**src/rtl/deser_pkg.sv**
```systemverilog
// Package: shared constants and helpers for the bit-slip deserializer.
// Assumes phase settings are expressed in degrees of one serial bit period.
package deser_pkg;

    localparam int MAX_WORD_W  = 10;
    localparam int DEG_PER_BIT = 360;

    // Width of the frame-phase setting for a given word width.
    function automatic int phase_width(input int word_w);
        return $clog2(word_w * DEG_PER_BIT);
    endfunction

endpackage

```
**src/rtl/deser_capture.sv**
```systemverilog
// Module: deser_capture
// Shifts the serial input into a history register on every rising edge of
// the bit clock. The register keeps the WORD_W-1 most recent bits, with the
// newest bit at index 0. The word stage adds the bit of the current edge.
// Assumes: WORD_W >= 2, synchronous active-low reset.
module deser_capture #(
    parameter int WORD_W = 8
) (
    input  logic              clk,
    input  logic              rst_n,
    input  logic              ser_in,
    output logic [WORD_W-2:0] hist
);

    localparam int HIST_W = WORD_W - 1;

    // Bit history: shift one serial bit in per clock.
    generate
        if (HIST_W == 1) begin : g_one
            always_ff @(posedge clk) begin
                if (!rst_n) hist <= '0;
                else        hist <= ser_in;
            end
        end else begin : g_many
            always_ff @(posedge clk) begin
                if (!rst_n) hist <= '0;
                else        hist <= {hist[HIST_W-2:0], ser_in};
            end
        end
    endgenerate

endmodule

```
**src/rtl/deser_slip_ctl.sv**
```systemverilog
// Module: deser_slip_ctl
// Accepts bit-slip requests. A request is taken when no phase hold is running
// and the lockout window has run out. Each taken request advances the slip
// count modulo WORD_W and starts a lockout of 2*WORD_W cycles.
// Assumes: slip_req is synchronous to clk; phase_busy comes from the framer.
module deser_slip_ctl #(
    parameter int WORD_W = 8
) (
    input  logic                      clk,
    input  logic                      rst_n,
    input  logic                      slip_req,
    input  logic                      phase_busy,
    output logic                      slip_take,
    output logic [$clog2(WORD_W)-1:0] slip_count
);

    localparam int CNT_W   = $clog2(WORD_W);
    localparam int LOCK_N  = 2 * WORD_W;
    localparam int LOCK_W  = $clog2(LOCK_N + 1);

    logic [LOCK_W-1:0] lock_left;

    // Acceptance: a request counts only outside the phase hold and the lockout.
    always_comb begin
        slip_take = slip_req && !phase_busy && (lock_left == '0);
    end

    // Lockout timer: load on an accepted slip, then count down to zero.
    always_ff @(posedge clk) begin
        if (!rst_n)               lock_left <= '0;
        else if (slip_take)       lock_left <= LOCK_W'(LOCK_N);
        else if (lock_left != '0) lock_left <= lock_left - 1'b1;
    end

    // Slip counter: modulo-WORD_W count of accepted slips.
    always_ff @(posedge clk) begin
        if (!rst_n)
            slip_count <= '0;
        else if (slip_take)
            slip_count <= (slip_count == CNT_W'(WORD_W - 1)) ? '0 : slip_count + 1'b1;
    end

endmodule

```
**src/rtl/deser_framer.sv**
```systemverilog
// Module: deser_framer
// Frame counter that marks the last bit of each word. After reset it holds
// for floor(phase/360) mod WORD_W edges, which sets where the MSB lands. It
// also holds for one edge on each accepted slip. It advances on every other
// edge, and raises emit on the advancing edge that completes a word.
// Assumes: frame_phase is static while rst_n is high.
module deser_framer #(
    parameter int WORD_W = 8,
    parameter int DEG_W  = 12
) (
    input  logic             clk,
    input  logic             rst_n,
    input  logic [DEG_W-1:0] frame_phase,
    input  logic             slip_take,
    output logic             phase_busy,
    output logic             emit
);

    localparam int CNT_W = $clog2(WORD_W);

    logic [CNT_W-1:0] bit_pos;
    logic [CNT_W-1:0] phase_left;
    logic [CNT_W-1:0] phase_bits;
    logic             advance;

    // Phase conversion: whole bit periods in the setting, modulo the word width.
    always_comb begin
        phase_bits = CNT_W'((frame_phase / DEG_W'(deser_pkg::DEG_PER_BIT)) % DEG_W'(WORD_W));
    end

    // Hold decision: the counter stands still during the phase hold or a slip.
    always_comb begin
        phase_busy = (phase_left != '0);
        advance    = !phase_busy && !slip_take;
        emit       = advance && (bit_pos == CNT_W'(WORD_W - 1));
    end

    // Phase hold: load the offset in reset, then count it down.
    always_ff @(posedge clk) begin
        if (!rst_n)          phase_left <= phase_bits;
        else if (phase_busy) phase_left <= phase_left - 1'b1;
    end

    // Bit position: wraps at WORD_W and only moves on advancing edges.
    always_ff @(posedge clk) begin
        if (!rst_n)
            bit_pos <= '0;
        else if (advance)
            bit_pos <= (bit_pos == CNT_W'(WORD_W - 1)) ? '0 : bit_pos + 1'b1;
    end

endmodule

```
**src/rtl/deser_word_out.sv**
```systemverilog
// Module: deser_word_out
// Registers a parallel word on each emit: the history bits plus the bit of
// the current edge, with the earliest bit at the MSB. It drives a one-cycle
// valid strobe with the word, and holds the word until the next emit.
// Assumes: emit is never high on two consecutive edges.
module deser_word_out #(
    parameter int WORD_W = 8
) (
    input  logic              clk,
    input  logic              rst_n,
    input  logic              emit,
    input  logic              ser_in,
    input  logic [WORD_W-2:0] hist,
    output logic [WORD_W-1:0] data_out,
    output logic              word_valid
);

    // Word register: load on emit, otherwise hold.
    always_ff @(posedge clk) begin
        if (!rst_n)    data_out <= '0;
        else if (emit) data_out <= {hist, ser_in};
    end

    // Valid strobe: high for the cycle after each emitting edge.
    always_ff @(posedge clk) begin
        if (!rst_n) word_valid <= 1'b0;
        else        word_valid <= emit;
    end

endmodule

```
**src/rtl/deser_bitslip.sv**
```systemverilog
// Module: deser_bitslip (top)
// Serial-to-parallel converter with a frame-phase offset and run-time bit
// slip. Everything runs on the bit-rate clock: capture, slip control,
// framing and word output.
// Assumes: 2 <= WORD_W <= 10; frame_phase is static outside reset.
module deser_bitslip #(
    parameter int WORD_W = 8,
    parameter int DEG_W  = deser_pkg::phase_width(WORD_W),
    parameter int CNT_W  = $clog2(WORD_W)
) (
    input  logic              clk,
    input  logic              rst_n,
    input  logic              ser_in,
    input  logic [DEG_W-1:0]  frame_phase,
    input  logic              slip_req,
    output logic [WORD_W-1:0] data_out,
    output logic              word_valid,
    output logic [CNT_W-1:0]  slip_count
);

    logic [WORD_W-2:0] hist;
    logic              slip_take;
    logic              phase_busy;
    logic              emit;

    // Serial capture stage.
    deser_capture #(.WORD_W(WORD_W)) u_capture (
        .clk    (clk),
        .rst_n  (rst_n),
        .ser_in (ser_in),
        .hist   (hist)
    );

    // Slip acceptance and lockout.
    deser_slip_ctl #(.WORD_W(WORD_W)) u_slip (
        .clk        (clk),
        .rst_n      (rst_n),
        .slip_req   (slip_req),
        .phase_busy (phase_busy),
        .slip_take  (slip_take),
        .slip_count (slip_count)
    );

    // Word-boundary framing.
    deser_framer #(.WORD_W(WORD_W), .DEG_W(DEG_W)) u_framer (
        .clk         (clk),
        .rst_n       (rst_n),
        .frame_phase (frame_phase),
        .slip_take   (slip_take),
        .phase_busy  (phase_busy),
        .emit        (emit)
    );

    // Parallel word register and strobe.
    deser_word_out #(.WORD_W(WORD_W)) u_word (
        .clk        (clk),
        .rst_n      (rst_n),
        .emit       (emit),
        .ser_in     (ser_in),
        .hist       (hist),
        .data_out   (data_out),
        .word_valid (word_valid)
    );

endmodule

```
**config.mk**
```make
export PLATFORM = sky130hd
export DESIGN_NAME = deser_bitslip
export DESIGN_NICKNAME = d
export VERILOG_FILES = /design/src/rtl/deser_pkg.sv /design/src/rtl/deser_capture.sv /design/src/rtl/deser_slip_ctl.sv /design/src/rtl/deser_framer.sv /design/src/rtl/deser_word_out.sv /design/src/rtl/deser_bitslip.sv
export SDC_FILE = /design/constraint.sdc
export NUM_CORES = 1
export LEC_CHECK = 0
export CAP_MARGIN = 10
export CELL_PAD_IN_SITES_DETAIL_PLACEMENT = 0
export CELL_PAD_IN_SITES_GLOBAL_PLACEMENT = 2
export CORE_ASPECT_RATIO = 2
export CORE_MARGIN = 2
export CORE_UTILIZATION = 30
export CTS_CLUSTER_DIAMETER = 100
export DETAILED_ROUTE_END_ITERATION = 7
export MAX_ROUTING_LAYER = met4
export PLACE_DENSITY = 0.72
export SLEW_MARGIN = 20
export SYNTH_ARGS = -nofsm -noshare
export SYNTH_HDL_FRONTEND = slang
export SYNTH_HIERARCHICAL = 1
export SYNTH_SLANG_ARGS = --single-unit
```
**constraint.sdc**
```tcl
create_clock -name clk -period 2.8 [get_ports clk]
set_input_delay 0.7 -clock clk [delete_from_list [all_inputs] [get_ports clk]]
set_output_delay 0.7 -clock clk [all_outputs]
set_load 0.01 [all_outputs]
```
# Yosys cells after proc, flatten, opt, wreduce, memory -nomap -nowiden
# Index checks and enable logic that the tools add are counted.
totals:
  ff_bits: 30
  latchBits: 0
  ramBits: 0
  mem_bits_ro: 0
  inputBits: 16
  output_inout_bits: 12
  wordCells: 34
  n_memories: 0
op_classes:
  n_addsub: 4
  mul: 0
  n_div: 1
  n_lt_le_gt_ge: 0
  eq_ne: 3
  n_shift: 0
  muxes: 6
  bitwise_logic: 1
  reduce_logical: 11
ops:
  columns: ["operator", "count"]
  rows:
  - ["12-bit by 9-bit divider with 12-bit output, second input constant", 1]
  - ["3-bit 2-to-1 mux", 4]
  - ["5-bit 2-to-1 mux", 2]
  - ["3-bit by 1-bit adder with 3-bit output, second input constant", 2]
  - ["3-bit == test, second input constant", 2]
  - ["5-bit zero test", 1]
  - ["5-bit nonzero test", 1]
  - ["5-bit by 1-bit subtractor with 5-bit output, second input constant", 1]
  - ["1-bit logical AND", 4]
  - ["3-bit nonzero test", 1]
  - ["3-bit by 1-bit subtractor with 3-bit output, second input constant", 1]
  - ["1-bit zero test", 2]
  - ["2-bit by 1-bit != test with 1-bit output, second input constant", 1]
  - ["2-bit nonzero test", 1]
  - ["2-bit OR reduction", 1]
  - ["1-bit inverter", 1]

# Longest topological paths before layout
# Gate-level depths: netlist (run 1).
logic_depth:
  depth_word: 7
  depth_mapped: 11
  mapped_depth_nobuf: 9

# Cells and area by module
# Netlist (run 1), hierarchy kept.
modules_own_cells:
  columns: ["module", "instances", "cells_per_inst", "area_per_inst_um2", "seq_area_each_um2"]
  rows:
  - ["deser_framer", 1, 151, 1172.4, 150.1]
  - ["deser_slip_ctl", 1, 41, 379.1, 160.2]
  - ["deser_word_out", 1, 27, 329.1, 180.2]
  - ["deser_capture", 1, 14, 183.9, 140.1]

# Worst setup path before layout (run 1)
# OpenSTA, ideal clock, no wires.
synth_path:
  kind: "input -> register"
  from: "input port frame_phase[8]"
  to: "register u_framer.phase_left[0], data pin"
  setup_ns: 0.167
  arrival_ns: 2.653
  t_required_ns: 2.633
  path_slack_ns: -0.020
  stages: 10
  n_path_buf: 1
  path_cell_list: "buf_4 -> a31oi_1 -> nor2_1 -> o31ai_1 -> mux2i_1 -> a21oi_1 -> o31ai_1 -> o311ai_2 -> xnor2_1 -> a221oi_2"
synth_between:
  elab_chain_cells: 2
synth_rtl:
  columns: ["item", "line_no", "rtl"]
  rows:
  - ["start, declared", "deser_bitslip.sv:14", "input logic [DEG_W-1:0] frame_phase,"]
  - ["12-bit by 9-bit divider with 12-bit output", "deser_framer.sv:28", "phase_bits = CNT_W'((frame_phase / DEG_W'(deser_pkg::DEG_PER_BIT)) % DEG_W'(WORD_W));"]
  - ["3-bit 2-to-1 mux", "deser_framer.sv:40", "if (!rst_n) phase_left <= phase_bits;"]
  - ["end signal, assigned", "deser_framer.sv:40", null]
  - ["end signal, assigned", "deser_framer.sv:41", "else if (phase_busy) phase_left <= phase_left - 1'b1;"]
  - ["end, declared", "deser_framer.sv:22", "logic [CNT_W-1:0] phase_left;"]
# Every way passes these cells.
# A chain may end at the register's enable or synchronous reset.

# Final worst setup path (run 1)
layout_path:
  from: "input port frame_phase[11]"
  to: "register u_framer.phase_left[0], data pin"
# Same word-level chain as after synthesis.

==> results of run 1 <==
[per-layer routing]
metal  track usage (%)  vias to the layer above  wire length, um
met2              35.5                       70             3940
met3              2.88                       41              195
met5                 -                        -                0
met1              13.7                     1024             1880
met4              18.6                        0              648
li1                  -                     1063                -
[power by group through the flow]
stage	clock (W)	combinational [W]	sequential, W
5_1_grt	0.000635	0.000723	0.000537
4_1_cts	0.000612	0.000621	0.000531
2_1_floorplan	0	0.000360	0.000531
3_5_place_dp	0	0.000539	0.000540
3_3_place_gp	0	0.000537	0.000540
6_report	0.000592	0.000659	0.000531
[layout by cell type, fill, tap and decap left out, types with 2 or more instances in the layout]
master	synthesis	layout
buf_4	4	65
dfxtp_1	27	27
buf_6	2	21
nand2_1	18	18
clkdlybuf4s50_1	0	15
mux2i_1	16	15
nor2b_1	13	12
nor2_1	12	11
and2_1	11	10
inv_1	8	8
ha_1	7	7
o21ai_0	10	6
xnor2_1	6	6
clkbuf_16	0	5
a21oi_1	7	5
clkinv_2	1	3
dlygate4sd2_1	0	3
o211ai_1	3	3
a22oi_2	0	3
nand2b_1	4	3
edfxtp_1	3	3
buf_2	3	2
and2b_1	2	2
a21boi_2	0	2
and3b_2	0	2
a31oi_2	0	2
a21oi_2	2	2
o21a_4	0	2
o221ai_2	0	2
nor3_1	4	2
o2111a_1	2	2
a21oi_4	0	2
nor3_2	0	2
nand3_1	2	2
nand4_1	2	2
o21ai_1	0	2
[kinds of logic after synthesis]
logic type / count (synthesis)
simple gates: 86
compound gates: 64
flops: 30
buf+inv: 23
mux: 16
xor+xnor: 7
fa+ha+maj: 7
[flip-flops by register name, summed over array words and instances (netlist names)]
name / count
u_capture/hist: 7
u_framer/bit_pos: 3
u_framer/phase_left: 3
u_slip/lock_left: 5
u_slip/slip_count: 3
u_word/data_out: 8
u_word/word_valid: 1
[critical path, stage by stage]
cell       delay [ps]
buf_8             100
buf_6             120
or2b_1            250
a2bb2oi_2         150
buf_4             140
a2111o_1          410
a21oi_4           240
o311a_4           230
nor2_4             50
o311ai_2          260
xnor2_1           120
a221oi_2          230
[worst max-delay path by stage]
| stage | start | to | slack [ps] | cells past startpoint |
|---|---|---|---|---|
| after detailed placement | frame_phase[7] | u_framer/phase_left[0] | -880 | 11 |
| after global placement | frame_phase[7] | u_framer/phase_left[0] | -870 | 11 |
| after global routing | frame_phase[7] | u_framer/phase_left[0] | -240 | 14 |
| after floorplan | frame_phase[9] | u_framer/phase_left[0] | 9 | 10 |
| after CTS | frame_phase[6] | u_framer/phase_left[0] | -100 | 12 |
| final | frame_phase[11] | u_framer/phase_left[0] | -100 | 12 |
[timing repair]
action | CTS | global route
gates cloned | 2 | 0
endpoints found under the setup margin | 2 | 1
pin swaps | 31 | 22
hold buffers | 0 | 0
resized for setup | 85 | 34
buffers inserted | 12 | 9
[per-stage QoR]
step           cell area, um^2  hold slack [ps]  total power [W]
2_1_floorplan             2070              430         0.000891
3_3_place_gp              2840              447          0.00108
3_5_place_dp              2840              456          0.00108
4_1_cts                   3340              469          0.00176
5_1_grt                   3540              472          0.00189
6_report                  3540              463          0.00178
[area by class of cell]
type	count	share of cell area (%)
Timing Repair Buffer	110	26.9
Sequential cell	30	17.8
Tap cell	88	3.11
Multi-Input combinational cell	180	46.4
Inverter	10	1.10
Clock buffer	5	3.54
Clock inverter	3	1.13
==> summary.txt, run 1 <==
Timing
  • Rel. slew slack: 65.2%
  • Fin crit share: 103%
  • Peak Freq: 0.345 GHz
  • RSZ-0062 raised after global routing: true
  • Setup TNS: -96.3 ps
  • Tmin final: 2900 ps
  • Setup Skew: 2.61 ps
  • Worst slew pin tran: 522 ps
  • Max Slew Vio Count: 0
  • Final Hold Fails: 0
  • Final setup viols: 1
  • Setup WS post-layout: -96.3 ps

Pwr
  • Switching part of the total: 29.4%
  • Clock Power Share: 33.2%
  • Psw: 0.000525 W
  • Sequential share of power: 29.8%
  • Pint: 0.00126 W
  • Logic pwr share: 37.0%
  • Cell Pwr Density: 504 nW/um^2
  • VDD IR max: 0.232 mV
  • Leakage power total: 1.45 nW

Clock network
  • CTS tree: done
  • CTS H-Tree Depth: 2
  • CTS sink cnt: 30
  • Clk slew on worst S/H paths: 50 ps
  • Worst skew pair latency: 270 ps
  • Max clock buf depth: 2
  • CTS buffer count: 5
  • CTS Root Cell: clkbuf_16

Setup path
  • Cells on worst reg2reg path: 9
  • Kind of start point of the critical path: primary input
  • FF-to-FF Start: u_slip/lock_left[0]
  • Critical path arrival: 3000 ps
  • CP Data Required Time: 2910 ps
  • Crit. End Element: flip-flop
  • Worst R2R Setup Slack: 320 ps
  • CP max FO: 6
  • Crit Path Class: primary input to flip-flop
  • R2r endpoint: u_word/data_out[5]

Routing
  • Wirelength per Cell: 15.6 um
  • Total wire length: 6670 um
  • Final ANT Viol Nets: 0
  • Initial DRC count: 52
  • Vias per cell: 5.16
  • DRT Pass-1 Iters: 4
  • Residual DRC count: 0
  • DR vias: 2198

Yosys
  • FFs w/ async S/R, synth: 0%
  • Syn nets: 256
  • Yosys warning count: 6
  • Synthesized flop and latch total: 30
  • Most used standard cell by instance count after synthesis: dfxtp_1
  • Dominant cell type by area after synthesis: dfxtp_1
  • Mapped Area: 2060 um^2
  • Syn Inst Count: 233
  • Largest family of logic cells by synthesized area: compound AO/OA/AOI/OAI gates
  • Main synth FF type: dfxtp_1
  • Fraction of the mapped netlist area in compound gates: 24.4%
  • Top cells by area, synth: dfxtp_1 (26%), mux2i_1 (7.8%), edfxtp_1 (4.4%), ha_1 (4.2%), nor2b_1 (3.9%)
  • Post-synth EDFFs: 3
  • Post-synthesis adder-cell area fraction: 4.24%
  • Post-synthesis mux area share: 7.76%
  • Area share of the largest cell type after synthesis: 26.2%
  • Post-synthesis simple-gate area fraction: 24.2%
  • Top cells by count, synth: dfxtp_1 (27), nand2_1 (18), mux2i_1 (16)
  • Syn avg cell area: 8.86 um^2
  • Synth Area in XOR/XNOR: 2.97%
  • Post-synthesis sequential area ratio: 30.5%
  • Count of different cell masters after synthesis: 68

Finish
  • Utilization after layout: 53.4%
  • Antenna cell count: 0
  • Final non-filler cell total: 426
  • Nets: 360
  • Area of the multi-input gates: 1640 um^2
  • Seq. cell area: 631 um^2
  • Share of cells above drive strength 1: 45.0%
  • Syn-to-layout area delta: 71.4%
  • Filler cells: 655

GRT
  • Vias in the first global route: 2191
  • First-pass GRT wire length: 10300 um
  • GRT Overall Usage: 18.5%
  • Largest net degree at the start of global routing: 20
  • Grt total ovfl: 0
  • Initial antenna violation count: 0

Floorplan
  • Die ar.: 7600 um^2
  • Ports: 28
  • Core area: 6620 um^2
  • Die Ht: 121 um
  • Initial Util: 31.2%
  • Die W: 62.7 um
  • Row cnt: 42

Placement
  • Dpl cells: 398
  • GPL Wtd Cong: 0.905
  • Port-buffer cells: 27
  • Pre-CTS setup slack: -880 ps
  • DP HPWL: 4850 um

Flow run
  • Max-cap violation count: 0

Run status
  • Failing checks: negative setup slack
  • Outcome: finished, violations left

Worst hold path
  • Worst hold path endpoint: u_capture/hist[6]
  • Hold_sp: u_capture/hist[5]
  • HP Class: flip-flop to flip-flop
  • Min-Delay Path Depth: 1
(Power assumes the default switching activity.)
==> run 2: changes to the inputs <==
Settings changed: CORE_UTILIZATION 30 to 29, CTS_CLUSTER_SIZE set to 8, PLACE_DENSITY 0.72 to 0.7.
==> run 2 against run 1 <==
Net effect: the run still ends with negative setup slack left; critical endpoint unchanged; die area grew 3.3%; clock power shrank 12%; sequential share of layout area grew 0.63 points; combinational power shrank 2%; largest cell class unchanged; via count shrank 2.5%; count of clock-buffer cells in the layout grew 2; clock skew shrank 0.53 ps; wire length shrank 3.4%; setup slack lost 120 ps.
==> summary.txt, run 2 (same netlist as run 1, synthesis figures left out) <==
GRT
  • Vias in the first global route: 2222 (+1.4%)
  • Largest net degree at the start of global routing: 27 (+35%)
  • Grt total ovfl: 0 (unchanged)
  • First-pass GRT wire length: 10300 um (-0.60%)
  • GRT Overall Usage: 17.6% (-0.90 points)
  • Initial antenna violation count: 0 (unchanged)

Timing
  • Setup WS post-layout: -220 ps (-123 ps)
  • Rel. slew slack: 65.7% (+0.50 points)
  • RSZ-0062 raised after global routing: true
  • Final Hold Fails: 0 (unchanged)
  • Worst slew pin tran: 515 ps (-7.43 ps)
  • Final setup viols: 1 (unchanged)
  • Setup Skew: 2.08 ps (-0.533 ps)
  • Tmin final: 3020 ps (+123 ps)
  • Max Slew Vio Count: 0 (unchanged)
  • Fin crit share: 108% (+4.4 points)
  • Peak Freq: 0.331 GHz (-4.1%)

Routing
  • Metal1 wirelength: 1940 um (+3.2%)
  • DRT Pass-1 Iters: 4 (unchanged)
  • Initial DRC count: 62 (+19%)
  • Met2 wire length: 3820 um (-3.2%)
  • Vias per cell: 5.14 (-0.40%)
  • Metal3 WL: 143 um (-27%)
  • Residual DRC count: 0 (unchanged)
  • Wirelength per Cell: 15.4 um (-1.4%)
  • DR vias: 2143 (-2.5%)
  • Final ANT Viol Nets: 0 (unchanged)
  • Total wire length: 6440 um (-3.4%)
  • Max Used Layer: met4

Setup path
  • Worst R2R Setup Slack: 320 ps (about the same)
  • R2r endpoint: u_word/data_out[4]
  • Cells on worst reg2reg path: 9 (unchanged)
  • Crit. Startpoint: frame_phase[10]
  • CP Data Required Time: 2900 ps (about the same)
  • CP max FO: 3 (-3)
  • FF-to-FF Start: u_slip/lock_left[0]
  • Critical path arrival: 3120 ps (+120 ps)
  • Kind of start point of the critical path: primary input
  • Crit Path Class: primary input to flip-flop
  • Critical path endpoint: u_framer/phase_left[0]
  • Crit. End Element: flip-flop

Clock network
  • Worst skew pair latency: 270 ps (about the same)
  • CTS sink cnt: 30 (unchanged)
  • CTS Root Cell: clkbuf_16
  • CTS buffer count: 5 (unchanged)
  • CTS tree: done
  • Clk slew on worst S/H paths: 50 ps (about the same)
  • Max clock buf depth: 2 (unchanged)
  • CTS H-Tree Depth: 2 (unchanged)

Finish
  • Share of cells above drive strength 1: 41.9% (-3.1 points)
  • Max reg flops: 8 (unchanged)
  • Syn-to-layout area delta: 65.6%
  • Seq. cell area: 631 um^2 (unchanged)
  • Nets: 349 (-3.1%)
  • Finished Cell Area: 3420 um^2 (-3.4%)
  • Filler cells: 640 (-2.3%)
  • Commonest cells after routing, fill and taps aside: buf_4 (56), dfxtp_1 (27), nand2_1 (18)
  • Antenna cell count: 0 (unchanged)
  • Area of the multi-input gates: 1630 um^2 (-0.46%)
  • Most common cell after layout, fill and taps aside: buf_4
  • Reg with most FFs: u_word/data_out
  • Regs by FF count: u_word/data_out: 8 flops, u_capture/hist: 7 flops, u_slip/lock_left: 5 flops

Placement
  • GPL Wtd Cong: 0.867 (-4.2%)
  • Post-DP Area: 2760 um^2 (-2.8%)
  • DP HPWL: 4710 um (-3.0%)
  • Port-buffer cells: 27 (unchanged)

Flow run
  • Max-cap violation count: 0 (unchanged)

Floorplan
  • Die Ht: 123 um (+1.7%)
  • Row cnt: 43 (+2.4%)
  • Core area: 6940 um^2 (+4.8%)
  • Die ar.: 7850 um^2 (+3.3%)
  • Ports: 28 (unchanged)
  • Initial Util: 29.7% (-1.4 points)
  • Die W: 63.7 um (+1.6%)

Run status
  • Outcome: finished, violations left
  • Failing checks: negative setup slack

Pwr
  • Cell Pwr Density: 498 nW/um^2 (-1.2%)
  • VDD IR max: 0.245 mV (+5.4%)
  • Pwr Total: 0.00170 W (-4.5%)
  • Leakage power total: 1.38 nW (-4.6%)

Worst hold path
  • HP Class: flip-flop to flip-flop
run 2: cell types whose count changed in the layout (fill, tap and decap cells not counted), moves of 2 or more:
cell,change
buf_6,-6
o21a_1,+2
o21a_4,-2
buf_2,+3
buf_4,-9
a21boi_2,-2
run 2: worst min-delay path by stage:
stage,from,to,depth (start not counted)
after floorplan,u_capture/hist[4],u_capture/hist[5],1
after global placement,u_capture/hist[5],u_capture/hist[6],1
after detailed placement,u_capture/hist[4],u_capture/hist[5],1
after CTS,u_capture/hist[4],u_capture/hist[5],1
after global routing,u_capture/hist[4],u_capture/hist[5],1
final,u_capture/hist[4],u_capture/hist[5],1
run 2: final cells by class:
cell class                      instances  area share, %
Inverter                               10           1.13
Clock inverter                          1          0.146
Multi-Input combinational cell        180           47.8
Timing Repair Buffer                   99           25.0
Clock buffer                            7           4.17
Sequential cell                        30           18.4
Tap cell                               90           3.29
run 2: through the flow:
step	cells	setup TNS, ps	worst slack [ps]	util (%)	hold slack, ps
final	417	-220	-220	49.3	459
after CTS	410	-120	-120	47.0	466
after global placement	389	-1470	-903	39.8	454
after detailed placement	389	-1500	-911	39.8	454
after global routing	417	-346	-346	49.3	486
after floorplan	233	0	9.04	-	430
run 2: power by group:
| part | total, W | internal, W | switching, W |
|---|---|---|---|
| logic | 0.000648 | 0.000337 | 0.000311 |
| registers | 0.000534 | 0.000497 | 0.0000374 |
| clock network | 0.000518 | 0.000350 | 0.000168 |
| total | 0.00170 | 0.00118 | 0.000517 |
run 2: what timing repair did:
item / CTS / global route
hold buffers: 0 / 0
gates cloned: 1 / 0
endpoints found under the setup margin: 2 / 2
setup buffers: 15 / 7
gates resized for setup: 82 / 26
pin swaps: 30 / 22
run 2: layer usage:
metal  up-vias  global-route usage [%]
li1       1049                       -
met1      1007                    12.8
met2        53                    35.0
met3        34                    2.18
met4         0                    16.4
met5         -                       -
run 2: worst max-delay path: stages:
cell and delay (ps):
buf_8 100, buf_6 110, and3b_2 220, buf_6 120, o211ai_4 190, and2_4 180, buf_6 110, o32ai_4 100
buf_6 160, o311ai_4 280, nand4_1 210, a22oi_2 260, xnor2_2 100, a221oi_2 270
